### config.mk
export PLATFORM = sky130hd
export DESIGN_NAME = usb_in_tx
export DESIGN_NICKNAME = d
export VERILOG_FILES = /design/src/rtl/usb_in_pkg.sv /design/src/rtl/usb_in_fifo.sv /design/src/rtl/usb_in_stall_tbl.sv /design/src/rtl/usb_in_event.sv /design/src/rtl/usb_in_tx.sv
export SDC_FILE = /design/constraint.sdc
export NUM_CORES = 1
export LEC_CHECK = 0
export BUFFER_PORTS_ARGS = -buffer_cell sky130_fd_sc_hd__buf_2
export CAP_MARGIN = 20
export CORE_ASPECT_RATIO = 0.5
export CORE_MARGIN = 2
export CORE_UTILIZATION = 50
export CTS_CLUSTER_SIZE = 28
export DETAILED_ROUTE_END_ITERATION = 16
export PLACE_DENSITY = 0.69
export SLEW_MARGIN = 10
export SYNTH_ARGS = -nofsm -noshare
export SYNTH_HDL_FRONTEND = slang
export SYNTH_SLANG_ARGS = --single-unit
### constraint.sdc
create_clock -name clk -period 2.4 [get_ports clk]
set_input_delay 0.36 -clock clk [delete_from_list [all_inputs] [get_ports clk]]
set_output_delay 0.36 -clock clk [all_outputs]
set_load 0.02 [all_outputs]
### src/rtl/usb_in_pkg.sv
package usb_in_pkg;
   typedef enum logic [1:0] {
      RSP_NONE  = 2'b00,
      RSP_NAK   = 2'b01,
      RSP_STALL = 2'b10,
      RSP_DATA  = 2'b11
   } rsp_e;

   typedef enum logic [1:0] {
      ST_IDLE = 2'd0,
      ST_SEND = 2'd1,
      ST_WAIT = 2'd2
   } tx_st_e;
endpackage

### src/rtl/usb_in_fifo.sv
// Packet buffer: bytes are written from index 0 upward and read by a
// separate index that can be rewound, so a packet survives until freed.
module usb_in_fifo #(
   parameter int DATA_W = 8,
   parameter int DEPTH  = 64
) (
   input  logic                            clk,
   input  logic                            rst_n,
   input  logic                            push,
   input  logic [DATA_W-1:0]               push_data,
   input  logic                            clear,
   input  logic                            rd_rewind,
   input  logic                            rd_adv,
   output logic [$clog2(DEPTH+1)-1:0]      count,
   output logic [$clog2(DEPTH+1)-1:0]      rd_idx,
   output logic [DATA_W-1:0]               rd_data,
   output logic                            full
);
   localparam int AW    = $clog2(DEPTH);
   localparam int CNT_W = $clog2(DEPTH+1);

   logic [DATA_W-1:0] mem [DEPTH];
   logic [CNT_W-1:0]  count_q;
   logic [CNT_W-1:0]  rd_q;

   assign full    = (count_q == CNT_W'(DEPTH));
   assign count   = count_q;
   assign rd_idx  = rd_q;
   assign rd_data = mem[rd_q[AW-1:0]];

   always_ff @(posedge clk) begin
      if (push && !full) begin
         mem[count_q[AW-1:0]] <= push_data;
      end
   end

   always_ff @(posedge clk) begin
      if (!rst_n) begin
         count_q <= '0;
      end else if (clear) begin
         count_q <= '0;
      end else if (push && !full) begin
         count_q <= count_q + CNT_W'(1);
      end
   end

   always_ff @(posedge clk) begin
      if (!rst_n) begin
         rd_q <= '0;
      end else if (rd_rewind || clear) begin
         rd_q <= '0;
      end else if (rd_adv) begin
         rd_q <= rd_q + CNT_W'(1);
      end
   end
endmodule

### src/rtl/usb_in_stall_tbl.sv
// One stall flag per endpoint; software writes win over a same-cycle SETUP.
module usb_in_stall_tbl #(
   parameter int EP_CNT       = 16,
   parameter bit CLR_ON_SETUP = 1'b1
) (
   input  logic                      clk,
   input  logic                      rst_n,
   input  logic                      set_we,
   input  logic [$clog2(EP_CNT)-1:0] set_ep,
   input  logic                      set_val,
   input  logic                      setup_valid,
   input  logic [$clog2(EP_CNT)-1:0] setup_ep,
   output logic [EP_CNT-1:0]         stall_vec
);
   localparam int EP_W = $clog2(EP_CNT);

   logic clr_hit;

   generate
      if (CLR_ON_SETUP) begin : g_setup_clr
         assign clr_hit = setup_valid;
      end else begin : g_setup_keep
         assign clr_hit = 1'b0;
      end
   endgenerate

   generate
      for (genvar e = 0; e < EP_CNT; e++) begin : g_ep
         logic flag_q;
         always_ff @(posedge clk) begin
            if (!rst_n) begin
               flag_q <= 1'b0;
            end else if (set_we && set_ep == EP_W'(e)) begin
               flag_q <= set_val;
            end else if (clr_hit && setup_ep == EP_W'(e)) begin
               flag_q <= 1'b0;
            end
         end
         assign stall_vec[e] = flag_q;
      end
   endgenerate
endmodule

### src/rtl/usb_in_event.sv
// Done event: sticky pending bit, enable bit, interrupt.
module usb_in_event (
   input  logic clk,
   input  logic rst_n,
   input  logic raw,
   input  logic pend_clr,
   input  logic en_we,
   input  logic en_d,
   output logic pend,
   output logic irq
);
   logic pend_q;
   logic en_q;

   always_ff @(posedge clk) begin
      if (!rst_n) begin
         pend_q <= 1'b0;
      end else if (raw) begin
         pend_q <= 1'b1;
      end else if (pend_clr) begin
         pend_q <= 1'b0;
      end
   end

   always_ff @(posedge clk) begin
      if (!rst_n) begin
         en_q <= 1'b0;
      end else if (en_we) begin
         en_q <= en_d;
      end
   end

   assign pend = pend_q;
   assign irq  = pend_q & en_q;
endmodule

### src/rtl/usb_in_tx.sv
module usb_in_tx
   import usb_in_pkg::*;
#(
   parameter int DATA_W       = 8,
   parameter int DEPTH        = 64,
   parameter int EP_CNT       = 16,
   parameter bit CLR_ON_SETUP = 1'b1
) (
   input  logic                      clk,
   input  logic                      rst_n,
   input  logic                      sw_data_we,
   input  logic [DATA_W-1:0]         sw_data,
   input  logic                      sw_ctrl_we,
   input  logic [$clog2(EP_CNT)-1:0] sw_ctrl_ep,
   input  logic                      sw_ctrl_stall,
   input  logic                      sw_ctrl_flush,
   input  logic                      ev_pend_clr,
   input  logic                      ev_en_we,
   input  logic                      ev_en_d,
   output logic                      stat_idle,
   output logic                      stat_have,
   output logic                      stat_pend,
   output logic                      ev_raw,
   output logic                      irq,
   input  logic                      tok_in_valid,
   input  logic                      tok_setup_valid,
   input  logic [$clog2(EP_CNT)-1:0] tok_ep,
   output logic                      rsp_valid,
   output logic [1:0]                rsp_kind,
   output logic                      tx_valid,
   input  logic                      tx_ready,
   output logic [DATA_W-1:0]         tx_data,
   output logic                      tx_last,
   output logic                      tx_crc_req,
   input  logic                      hs_ack,
   input  logic                      hs_timeout
);
   localparam int EP_W  = $clog2(EP_CNT);
   localparam int CNT_W = $clog2(DEPTH+1);

   generate
      if (DEPTH < 2 || (DEPTH & (DEPTH - 1)) != 0) begin : g_bad_depth
         $error("usb_in_tx: DEPTH must be a power of two of at least 2");
      end
      if (EP_CNT < 2 || (EP_CNT & (EP_CNT - 1)) != 0) begin : g_bad_ep
         $error("usb_in_tx: EP_CNT must be a power of two of at least 2");
      end
      if (DATA_W < 1) begin : g_bad_width
         $error("usb_in_tx: DATA_W must be positive");
      end
   endgenerate

   tx_st_e            st_q;
   logic              armed_q;
   logic [EP_W-1:0]   armed_ep_q;
   logic              rsp_valid_q;
   rsp_e              rsp_kind_q;

   logic [CNT_W-1:0]  fifo_count;
   logic [CNT_W-1:0]  rd_idx;
   logic [DATA_W-1:0] rd_data;
   logic              fifo_full;
   logic [EP_CNT-1:0] stall_vec;

   logic busy;
   logic push;
   logic ctrl_ok;
   logic flush;
   logic stall_we;
   logic arm_set;
   logic in_hit;
   rsp_e kind_c;
   logic send_done;
   logic rd_adv;
   logic ack_hit;
   logic to_hit;

   // software side
   assign busy     = (st_q != ST_IDLE);
   assign push     = sw_data_we && !busy && !armed_q;
   assign ctrl_ok  = sw_ctrl_we && !busy;
   assign flush    = ctrl_ok && sw_ctrl_flush;
   assign stall_we = ctrl_ok && !sw_ctrl_flush;
   assign arm_set  = stall_we && !sw_ctrl_stall;

   // token side: stall first, then endpoint match, otherwise NAK
   assign in_hit = tok_in_valid && (st_q == ST_IDLE);
   always_comb begin
      if (stall_vec[tok_ep]) begin
         kind_c = RSP_STALL;
      end else if (armed_q && tok_ep == armed_ep_q) begin
         kind_c = RSP_DATA;
      end else begin
         kind_c = RSP_NAK;
      end
   end

   // payload stream
   assign send_done = (st_q == ST_SEND) && (rd_idx == fifo_count);
   assign tx_valid  = (st_q == ST_SEND) && (rd_idx != fifo_count);
   assign tx_data   = rd_data;
   assign tx_last   = tx_valid && ((rd_idx + CNT_W'(1)) == fifo_count);
   assign rd_adv    = tx_valid && tx_ready;
   assign tx_crc_req = send_done;

   // host handshake
   assign ack_hit = (st_q == ST_WAIT) && hs_ack;
   assign to_hit  = (st_q == ST_WAIT) && hs_timeout && !hs_ack;

   always_ff @(posedge clk) begin
      if (!rst_n) begin
         st_q <= ST_IDLE;
      end else begin
         unique case (st_q)
            ST_IDLE: if (in_hit && kind_c == RSP_DATA) st_q <= ST_SEND;
            ST_SEND: if (send_done) st_q <= ST_WAIT;
            ST_WAIT: if (ack_hit || to_hit) st_q <= ST_IDLE;
            default: st_q <= ST_IDLE;
         endcase
      end
   end

   always_ff @(posedge clk) begin
      if (!rst_n) begin
         armed_q    <= 1'b0;
         armed_ep_q <= '0;
      end else if (flush || ack_hit) begin
         armed_q    <= 1'b0;
      end else if (arm_set) begin
         armed_q    <= 1'b1;
         armed_ep_q <= sw_ctrl_ep;
      end
   end

   always_ff @(posedge clk) begin
      if (!rst_n) begin
         rsp_valid_q <= 1'b0;
         rsp_kind_q  <= RSP_NONE;
      end else begin
         rsp_valid_q <= in_hit;
         rsp_kind_q  <= in_hit ? kind_c : RSP_NONE;
      end
   end

   assign rsp_valid = rsp_valid_q;
   assign rsp_kind  = rsp_kind_q;
   assign stat_idle = !busy && !armed_q;
   assign stat_have = (fifo_count != '0);
   assign ev_raw    = ack_hit;

   usb_in_fifo #(
      .DATA_W (DATA_W),
      .DEPTH  (DEPTH)
   ) u_fifo (
      .clk       (clk),
      .rst_n     (rst_n),
      .push      (push),
      .push_data (sw_data),
      .clear     (flush || ack_hit),
      .rd_rewind (to_hit),
      .rd_adv    (rd_adv),
      .count     (fifo_count),
      .rd_idx    (rd_idx),
      .rd_data   (rd_data),
      .full      (fifo_full)
   );

   usb_in_stall_tbl #(
      .EP_CNT       (EP_CNT),
      .CLR_ON_SETUP (CLR_ON_SETUP)
   ) u_stall (
      .clk         (clk),
      .rst_n       (rst_n),
      .set_we      (stall_we),
      .set_ep      (sw_ctrl_ep),
      .set_val     (sw_ctrl_stall),
      .setup_valid (tok_setup_valid),
      .setup_ep    (tok_ep),
      .stall_vec   (stall_vec)
   );

   usb_in_event u_event (
      .clk      (clk),
      .rst_n    (rst_n),
      .raw      (ack_hit),
      .pend_clr (ev_pend_clr),
      .en_we    (ev_en_we),
      .en_d     (ev_en_d),
      .pend     (stat_pend),
      .irq      (irq)
   );
endmodule

==> results_tabular.tex <==
\begin{tabular}{lr}
\hline
Metric & Value \\
\hline
\multicolumn{2}{l}{\textbf{Yosys}} \\
Cell type with the largest total area after synthesis & sky130\_fd\_sc\_hd\_\_edfxtp\_1 \\
Top cells by instance count after synthesis & 512 x sky130\_fd\_sc\_hd\_\_edfxtp\_1, 123 x sky130\_fd\_sc\_hd\_\_mux4\_2, 102 x sky130\_fd\_sc\_hd\_\_nor2\_1 \\
Mapped cell area & 22500 um\^{}2 \\
Async SR Flop Fraction & 0 \\
Average size of a mapped cell & 18.6 um\^{}2 \\
Top FF cell, synth & sky130\_fd\_sc\_hd\_\_edfxtp\_1 \\
Share of the synthesized area in the top cell type & 0.683 \\
Syn Inst Count & 1212 \\
Warnings from Yosys & 0 \\
Largest cells by area after synthesis & sky130\_fd\_sc\_hd\_\_edfxtp\_1 68\%, sky130\_fd\_sc\_hd\_\_mux4\_2 12\%, sky130\_fd\_sc\_hd\_\_dfxtp\_1 4.3\% \\
Most frequent cell after synthesis & sky130\_fd\_sc\_hd\_\_edfxtp\_1 \\
Count of flip-flops with a built-in enable after synthesis & approximately 510 \\
Sequential cell area fraction in the yosys report & 0.726 \\
Synth Net Count & between 1000 and 1500 \\
Register bit count reported by yosys & 560 \\
Post-synthesis cell type count & 61 \\
\multicolumn{2}{l}{\textbf{Clocking}} \\
Clock transition time at the flip-flop clock pins of the worst setup and hold paths & 60 ps \\
Clock Path Buffers & 3 \\
Clock latency at the later pin of the worst-skew pair & $\sim$590 ps \\
Count of hold-fix buffers inserted at cts & 0 \\
CTS tree & done \\
Maximum level of the CTS H-tree & 2 \\
Number of clock sinks seen by CTS & 560 \\
Number of buffers inserted during clock tree synthesis & 48 \\
Buffer cell driving the clock tree root & sky130\_fd\_sc\_hd\_\_clkbuf\_16 \\
\multicolumn{2}{l}{\textbf{Timing}} \\
Post-route setup slack & -684 ps \\
Unrepaired setup endpoints after global routing & yes \\
Setup skew after layout & 25.4 ps \\
Number of hold-slack violations in the final timing report & 0 \\
Transition at the pin with the smallest max-transition slack & 737 ps \\
Peak clock frequency supported by timing & 324 MHz \\
Post-layout minimum cycle time & 3080 ps \\
Number of slew-limit violations in the final report & 0 \\
Slew Limit Headroom & 0.509 \\
Number of endpoints failing setup at the final stage & 9 \\
Final worst path period share & 1.28 \\
\multicolumn{2}{l}{\textbf{Route}} \\
Antenna-violating nets left & 0 \\
\# DRC & 0 \\
Post-DR wirelength/cell & around 26 um \\
Number of detailed-routing iterations run before antenna repair & 5 \\
Overall via count from detail\_route & 12500 \\
Total Wirelength & 53.8 mm \\
Drt via density & 6.09 \\
Starting DRT DRC Count & 1402 \\
\multicolumn{2}{l}{\textbf{Die}} \\
Area of the die & 46800 um\^{}2 \\
IO Count & 49 \\
Initial Utilization & 0.512 \\
Placeable Area & around 44000 um\^{}2 \\
Chip width & slightly above 300 um \\
Die Height & 154 um \\
Cell Rows & 54 \\
\multicolumn{2}{l}{\textbf{Power}} \\
Power density cells & between 700 and 800 nW/um\^{}2 \\
Static Leak & about 8.7 nW \\
Internal power & 15.2 mW \\
NetSw & 3.78 mW \\
Switching Share & 0.200 \\
Combinational share of power & 0.027 \\
IR Drop Worst-Case VDD & roughly 0.48 mV \\
Sequential power share & 0.562 \\
Overall power & 19.0 mW \\
Part of the total power dissipated in the clock network & 0.410 \\
\multicolumn{2}{l}{\textbf{Final layout}} \\
Non-filler cells in the finished layout & about 2000 \\
Share of cells above drive strength 1 & 0.373 \\
Fraction of the core area covered by cells at the end of the flow & 0.616 \\
Area grow syn2layout & 20.3\% \\
Antenna cell count & 0 \\
Final net count & roughly 1500 \\
\multicolumn{2}{l}{\textbf{Global routing}} \\
Largest net degree at the start of global routing & 65 \\
Antenna violations before repair & 0 \\
Number of global-route vias before repair & 12500 \\
GRT Util Overall & 0.231 \\
First-pass GRT wire length & around 80 mm \\
Gr ovfl total & 0 \\
\multicolumn{2}{l}{\textbf{Run status}} \\
Violations in the final reports & negative setup slack \\
Status & complete, but fails checks \\
\multicolumn{2}{l}{\textbf{Placement}} \\
Placed cells & 1940 \\
Pre-CTS worst setup slack & -258 ps \\
Final weighted congestion in routability-driven placement & 0.842 \\
Count of buffers inserted at the top-level ports & 48 \\
DPL Wire Length & 33.8 mm \\
\multicolumn{2}{l}{\textbf{Setup path}} \\
Data required time at the worst endpoint & just over 2000 ps \\
Worst Setup End Kind & primary output \\
Destination of the worst register-to-register timing path & u\_stall.g\_ep[8].flag\_q \\
Critical path destination & tx\_data[7] \\
Start-to-end type of the worst setup path & register to primary output \\
Arr. time, crit path & approximately 2700 ps \\
Origin of the critical flop-to-flop path & st\_q[1] \\
Worst reg2reg setup slack & 90 ps \\
Cells on worst reg2reg path & 7 \\
Kind of start point of the critical path & register \\
CP Max Fanout & 6 \\
\multicolumn{2}{l}{\textbf{Min path}} \\
Hold\_sp & ev\_en\_d \\
Classification of the worst-slack hold path & input port to register \\
\multicolumn{2}{l}{\textbf{Flow run}} \\
Number of max-cap violations & 0 \\
\hline
\end{tabular}
-- area by class of cell --
class / count / area (um^2)
Clock buffer: 57 / 1290
Clock inverter: 30 / 280
Fill cell: 2966 / 16900
Inverter: 9 / 33.8
Multi-Input combinational cell: 571 / 6170
Sequential cell: 560 / 16400
Tap cell: 588 / 736
Timing Repair Buffer: 237 / 2210
-- logic make-up (layout without fill, tap and decap cells) --
kind of cell	count (synthesis)	count (layout)	synth area share
flip-flops	560	560	0.726
AO/OA/AOI/OAI	139	139	0.0425
buffers and inverters	81	333	0.0183
AND/OR/NAND/NOR	229	229	0.0502
XOR/XNOR	26	26	0.0101
adder cells (fa/ha/maj)	3	3	0.00167
multiplexers	174	174	0.151
-- through the flow --
step                      instance area (um^2)  hold slack [ps]  TNS, ps
after global placement                   24600              476    -1390
after CTS                                26900             53.9    -5280
after detailed placement                 24600              494    -1520
final                                    27100             74.1    -5020
after floorplan                          22500              459        0
after global routing                     27100             81.2    -5540
-- worst min-delay path by stage --
stage          slack, ps                     end  cells past startpoint
2_1_floorplan        460        u_fifo.mem[0][0]                      0
3_3_place_gp         480  u_stall.g_ep[9].flag_q                      2
3_5_place_dp         490           armed_ep_q[2]                      2
4_1_cts               50            u_event.en_q                      3
5_1_grt               80               rsp_valid                      3
6_report              70            u_event.en_q                      3
-- placed cells by master, fill, tap and decap left out, types with 17 or more instances in the layout --
master | Yosys | routed
sky130_fd_sc_hd__edfxtp_1 | 512 | 512
sky130_fd_sc_hd__buf_4 | 12 | 149
sky130_fd_sc_hd__mux4_2 | 123 | 126
sky130_fd_sc_hd__nor2_1 | 102 | 101
sky130_fd_sc_hd__clkbuf_16 | 0 | 49
sky130_fd_sc_hd__buf_2 | 24 | 39
sky130_fd_sc_hd__dfxtp_1 | 48 | 38
sky130_fd_sc_hd__nand2_1 | 36 | 35
sky130_fd_sc_hd__buf_12 | 0 | 25
sky130_fd_sc_hd__nand3_1 | 21 | 19
sky130_fd_sc_hd__nor2b_1 | 19 | 17
-- flip-flops by register name, summed over array words and instances, names as in the netlist, named ones only --
name / cells
armed_q: 1
armed_ep_q: 4
st_q: 2
rsp_valid: 1
u_event.en_q: 1
rsp_kind: 2
u_fifo.rd_idx: 7
u_event.pend: 1
u_fifo.mem: 512
u_stall.g_ep.flag_q: 16
u_fifo.count: 7
-- critical path, cell delays in order (launching register included) --
cell and delay [ps]:
sky130_fd_sc_hd__dfxtp_4 440, sky130_fd_sc_hd__buf_12 130, sky130_fd_sc_hd__mux4_2 480, sky130_fd_sc_hd__mux2_4 290, sky130_fd_sc_hd__a22oi_2 280, sky130_fd_sc_hd__a211oi_2 160, sky130_fd_sc_hd__a21o_1 230, sky130_fd_sc_hd__buf_6 140
-- power by group through the flow --
stage               combinational (mW)  clock [mW]  sequential (mW)
finish                           0.514        7.78             10.7
global route                     0.550        8.25             10.7
CTS                              0.503        7.88             10.7
detailed placement               0.477           0             10.9
global placement                 0.455           0             10.9
floorplan                        0.174           0             10.9
-- metal layers --
metal	track usage	wire (um)
met1	0.337	22500
met2	0.362	25400
met3	0.0467	4840
met4	0.0578	1020
met5	0	0
-- repair_timing --
action                     CTS  global route
setup endpoints to repair   11            12
hold endpoints to repair     0             0
pin swaps                   18            10
buffers inserted            15             6
gates resized for setup    111            39
gates cloned                 5             0
(Power assumes the default switching activity.)
